$ cat config.mk
export PLATFORM = sky130hd
export DESIGN_NAME = ternary_dot_engine
export DESIGN_NICKNAME = d
export VERILOG_FILES = /design/src/rtl/ternary_pkg.sv /design/src/rtl/ternary_lane_mask.sv /design/src/rtl/ternary_lane_widen.sv /design/src/rtl/ternary_dot_engine.sv
export SDC_FILE = /design/constraint.sdc
export NUM_CORES = 2
export LEC_CHECK = 0
export ABC_AREA = 1
export BUFFER_PORTS_ARGS = -buffer_cell sky130_fd_sc_hd__buf_2
export CAP_MARGIN = 20
export CORE_UTILIZATION = 64
export CTS_CLUSTER_SIZE = 28
export DETAILED_ROUTE_END_ITERATION = 12
export PLACE_DENSITY = 0.84
export SLEW_MARGIN = 20
export SYNTH_ARGS = -nofsm -noshare
export SYNTH_HDL_FRONTEND = slang
export SYNTH_SLANG_ARGS = --single-unit
$ cat constraint.sdc
create_clock -name clk -period 8.8 [get_ports clk]
set_input_delay 0 -clock clk [delete_from_list [all_inputs] [get_ports clk]]
set_output_delay 0 -clock clk [all_outputs]
set_load 0.1 [all_outputs]
$ cat src/rtl/ternary_pkg.sv
package ternary_pkg;
  typedef enum logic [1:0] {
    W_ZERO = 2'b00,
    W_POS  = 2'b01,
    W_NEG  = 2'b10,
    W_RSVD = 2'b11
  } wcode_e;

  typedef enum logic [1:0] {
    ST_IDLE,
    ST_RUN,
    ST_FIN
  } state_e;
endpackage

$ cat src/rtl/ternary_lane_mask.sv
// Splits each lane's activation onto the positive or negative path by its
// weight code; zero and reserved codes leave both paths at zero.
module ternary_lane_mask
  import ternary_pkg::*;
#(
  parameter int LANES = 16,
  parameter int ACT_W = 8
) (
  input  logic [LANES*ACT_W-1:0] act,
  input  logic [2*LANES-1:0]     wgt,
  output logic [LANES*ACT_W-1:0] pos_lanes,
  output logic [LANES*ACT_W-1:0] neg_lanes,
  output logic                   rsvd_any
);
  logic [LANES-1:0] rsvd_vec;

  for (genvar i = 0; i < LANES; i++) begin : g_lane
    wcode_e code;
    assign code = wcode_e'(wgt[2*i +: 2]);
    assign pos_lanes[i*ACT_W +: ACT_W] = (code == W_POS) ? act[i*ACT_W +: ACT_W] : '0;
    assign neg_lanes[i*ACT_W +: ACT_W] = (code == W_NEG) ? act[i*ACT_W +: ACT_W] : '0;
    assign rsvd_vec[i] = (code == W_RSVD);
  end

  assign rsvd_any = |rsvd_vec;
endmodule

$ cat src/rtl/ternary_lane_widen.sv
// Two-stage widening: adjacent lanes to PAIR_W sums, pairs of pairs to
// ACC_W increments, one per accumulator slot.
module ternary_lane_widen #(
  parameter int LANES  = 16,
  parameter int ACT_W  = 8,
  parameter int PAIR_W = 16,
  parameter int ACC_W  = 32
) (
  input  logic [LANES*ACT_W-1:0]   lanes,
  output logic [LANES/4*ACC_W-1:0] grp
);
  localparam int NPAIR = LANES / 2;
  localparam int NGRP  = LANES / 4;

  logic signed [PAIR_W-1:0] pair [NPAIR];

  for (genvar p = 0; p < NPAIR; p++) begin : g_pair
    logic signed [ACT_W-1:0] lo, hi;
    assign lo = lanes[(2*p)*ACT_W +: ACT_W];
    assign hi = lanes[(2*p+1)*ACT_W +: ACT_W];
    assign pair[p] = PAIR_W'(lo) + PAIR_W'(hi);
  end

  for (genvar g = 0; g < NGRP; g++) begin : g_grp
    logic signed [ACC_W-1:0] a, b;
    assign a = ACC_W'(pair[2*g]);
    assign b = ACC_W'(pair[2*g+1]);
    assign grp[g*ACC_W +: ACC_W] = a + b;
  end
endmodule

$ cat src/rtl/ternary_dot_engine.sv
module ternary_dot_engine
  import ternary_pkg::*;
#(
  parameter int LANES  = 16,
  parameter int ACT_W  = 8,
  parameter int PAIR_W = 16,
  parameter int ACC_W  = 32,
  parameter int KLEN_W = 16
) (
  input  logic                   clk,
  input  logic                   rst,
  input  logic                   start,
  input  logic [KLEN_W-1:0]      k_len,
  input  logic                   in_valid,
  input  logic [LANES*ACT_W-1:0] act_data,
  input  logic [2*LANES-1:0]     wgt_data,
  output logic                   busy,
  output logic                   res_valid,
  output logic [ACC_W-1:0]       result,
  output logic                   code_err
);
  localparam int NACC = LANES / 4;
  localparam logic [KLEN_W-1:0] STEP = KLEN_W'(LANES);

  state_e            state;
  logic [KLEN_W-1:0] rem;

  logic [LANES*ACT_W-1:0] pos_lanes, neg_lanes;
  logic                   rsvd_hit;
  logic [NACC*ACC_W-1:0]  pos_inc, neg_inc;
  logic [ACC_W-1:0]       pos_acc [NACC];
  logic [ACC_W-1:0]       neg_acc [NACC];
  logic [ACC_W-1:0]       fold;

  logic take_start, take_beat;
  assign take_start = (state == ST_IDLE) && start;
  assign take_beat  = (state == ST_RUN) && in_valid;
  assign busy       = (state != ST_IDLE);

  ternary_lane_mask #(.LANES(LANES), .ACT_W(ACT_W)) u_mask (
    .act       (act_data),
    .wgt       (wgt_data),
    .pos_lanes (pos_lanes),
    .neg_lanes (neg_lanes),
    .rsvd_any  (rsvd_hit)
  );

  ternary_lane_widen #(.LANES(LANES), .ACT_W(ACT_W), .PAIR_W(PAIR_W), .ACC_W(ACC_W)) u_widen_pos (
    .lanes (pos_lanes),
    .grp   (pos_inc)
  );

  ternary_lane_widen #(.LANES(LANES), .ACT_W(ACT_W), .PAIR_W(PAIR_W), .ACC_W(ACC_W)) u_widen_neg (
    .lanes (neg_lanes),
    .grp   (neg_inc)
  );

  // Add-only accumulator slots, cleared on every accepted start
  for (genvar j = 0; j < NACC; j++) begin : g_acc
    always_ff @(posedge clk) begin
      if (rst || take_start) begin
        pos_acc[j] <= '0;
        neg_acc[j] <= '0;
      end else if (take_beat) begin
        pos_acc[j] <= pos_acc[j] + pos_inc[j*ACC_W +: ACC_W];
        neg_acc[j] <= neg_acc[j] + neg_inc[j*ACC_W +: ACC_W];
      end
    end
  end

  // Single subtraction per slot, then horizontal fold
  always_comb begin
    fold = '0;
    for (int j = 0; j < NACC; j++) begin
      fold = fold + (pos_acc[j] - neg_acc[j]);
    end
  end

  always_ff @(posedge clk) begin
    if (rst) begin
      state     <= ST_IDLE;
      rem       <= '0;
      res_valid <= 1'b0;
      result    <= '0;
      code_err  <= 1'b0;
    end else begin
      res_valid <= 1'b0;
      unique case (state)
        ST_IDLE: begin
          if (start) begin
            code_err <= 1'b0;
            if (k_len == '0) begin
              res_valid <= 1'b1;
              result    <= '0;
            end else begin
              rem   <= k_len;
              state <= ST_RUN;
            end
          end
        end
        ST_RUN: begin
          if (in_valid) begin
            if (rsvd_hit) code_err <= 1'b1;
            if (rem <= STEP) state <= ST_FIN;
            else             rem   <= rem - STEP;
          end
        end
        ST_FIN: begin
          result    <= fold;
          res_valid <= 1'b1;
          state     <= ST_IDLE;
        end
        default: state <= ST_IDLE;
      endcase
    end
  end
endmodule

==> metrics.cfg <==
[grt]
grt_pass1_wl_mm=213.3
grt_pass1_vias=38740
antenna_found_initial=7
grt_max_degree=152
grt_overflow=0
grt.total_usage_pct=43.57

[sta]
setup_viol=0
finalSetupTns_ps=0
hold_viol=0
max_freq_ghz=0.1840
slew_headroom_pct=26.44
period_needed_ps=5433
skew_ps=29.61
timing.final.crit_share_pct=61.74
slew_violations=0
worstMarginPinSlew_ps=1103
rsz0062_at_grt=false
worst_slack_ps=3367

[clock_tree]
numCtsBuffers=41
cts-root-buf=clkbuf_16
cts_sinks=308
post-cts-setup-buffers=0
clk_latency_ps=600
cts_tree=yes
clockBufferDepth=3
cts-resized-gates=0
cts_hold_buffers=22
h-tree-depth=2
clkTransAtPathRegs_ps=60

[worst_setup_path]
worstSetupStartpoint=wgt_data[18]
worstReg2RegStart=neg_acc[3][1]
worstPathArrival_ps=5790
start_kind=input pin
cp.required_ps=9150
crit_path_end_kind=flop
path_max_fanout=6
crit_type=in2reg

[synth]
synth.most_common_cell=inv_1
synth_seq_area_share_pct=21.43
netlist-cell-type-count=46
ys_ff_latch=308
yosys.area.top_type=edfxtp_1
synthTopCellsByCount=inv_1, nand2_1, nor2_1
async_reset_ff_share_pct=0
yosys_most_used_dff=edfxtp_1
synth_fp_nets=6534
synth.area.top_cells=edfxtp_1, fa_1, ha_1
synth_area_per_cell_sq_um=7.203
yosysWarnings=0
synth_top_area_share_pct=18.87
synth_edf_count=256
synthCells=5655
netlist_area_sq_um=40740

[finish]
stdcell_count=6787
n_fill_cell=5362
nets=6782
synthToLayoutAreaGrowth_pct=9.193
layout-drive-gt1-share_pct=5.627
final_core_util_pct=70.64

[power]
power.total_mw=12.61
cellPowerDensity_nw_per_um2=283.5
vdd_ir_drop_max_mv=0.2907
power_leakage_nw=21.90

[route]
wl_mm=141.2
viasPerCell=5.943
drcViolationCount=0
wire_per_inst_um=20.81
final_antenna_net_count=0
firstDrtPassIters=7
vias=40340
detail_route.iter0.violations=4610

[die]
core_area_sq_um=62970
die-area_sq_um=64660
fp.dieW_um=254.3
ios=215
rows=92
start_util_pct=64.69
die_h_um=254.3

[placed_design]
post-dp-hpwl_mm=116.5
gp_congestion=1.064
placed_cells=6684
dp_slack_ps=2852
numPortBuffers=214

[job]
cap_violations=0

[min_path]
hp-start=wgt_data[7]
hp-class=in2reg

[run_status]
status=complete, no violations

## worst max-delay path, cell delays in order
cell	delay (ps)
buf_2	110
inv_1	60
nor2_1	330
inv_1	180
nor2_1	180
fa_1	440
inv_1	80
fa_1	400
inv_1	80
ha_1	160
inv_1	60
fa_1	460
o21ai_0	460
xor2_1	550
inv_1	110
ha_1	350
a21oi_1	270
a21boi_0	550
o21ai_0	410
nand4_1	170
nand3_1	150
nor2_1	150
nor2_1	60
## per-layer routing
metal | share of wire, % | global-route usage, % | vias up
li1 | - | - | 18850
met1 | 39 | 55.10 | 18840
met2 | 45 | 71.31 | 2172
met3 | 9.8 | 7.644 | 470
met4 | 6.4 | 23.01 | 2
met5 | 0.011 | 0 | -
## sequential cells by signal (all words and copies together), names as in the netlist
register   cells
state          2
res_valid      1
result        32
code_err       1
rem           16
neg_acc      128
pos_acc      128
## through the flow
stage               hold WS (ps)  area [sq um]
detailed placement         293.4         42880
global placement           278.5         42830
finish                     33.39         44480
global route               98.26         44480
floorplan                  159.9         40740
CTS                        10.39         44460
## power breakdown
group	switching [mW]	leakage [nW]	internal, mW
sequential	0.154	3.25	1.74
clock	0.761	0.659	1.01
combinational	5.97	18.0	2.97
## cells in the final DEF (no fill, tap or decap), drive strengths merged, types with 19 or more instances in the layout
| master | n |
|---|---|
| fa | 329 |
| buf | 226 |
| nor2 | 761 |
| a31oi | 21 |
| a21boi | 31 |
| edfxtp | 256 |
| clkinv | 20 |
| nand3 | 191 |
| xor2 | 19 |
| nand4 | 63 |
| o21ai | 346 |
| xnor2 | 44 |
| a21o | 40 |
| o211ai | 33 |
| ha | 370 |
| nand2 | 1078 |
| o21bai | 40 |
| dlygate4sd3 | 22 |
| clkbuf | 48 |
| nor3 | 52 |
| o21a | 75 |
| inv | 1123 |
| a21oi | 607 |
| dfxtp | 52 |
## final timing paths
path                            cells after the start        endpoint  slack, ps
worst max-delay path                               23  pos_acc[2][24]       3370
worst min-delay path                                5        code_err         30
worst max register to register                     20      result[13]       3880
worst min register to register                      2       result[7]        460
## cells by family after synthesis
kind of cell               count (synthesis)  synth area share, %
AOI/OAI and AO/OA                       1215                16.62
xor gates and xnor gates                  71                1.809
adders and majority gates                699                27.53
buffers and inverters                   1166                10.84
DFF                                      308                21.43
and+or+nand+nor                         2196                21.78
## cell type report
type	instances	area, sq um	share of cell area [%]
Tap cell	846	1059	2.380
Inverter	1123	4217	9.480
Multi-Input combinational cell	4181	27710	62.29
Timing Repair Buffer	248	1398	3.142
Sequential cell	308	8728	19.62
Clock buffer	48	1084	2.436
Clock inverter	28	275.3	0.6188
Antenna cell	5	12.51	0.02813
Note: power is estimated with default switching activity, not from simulation.
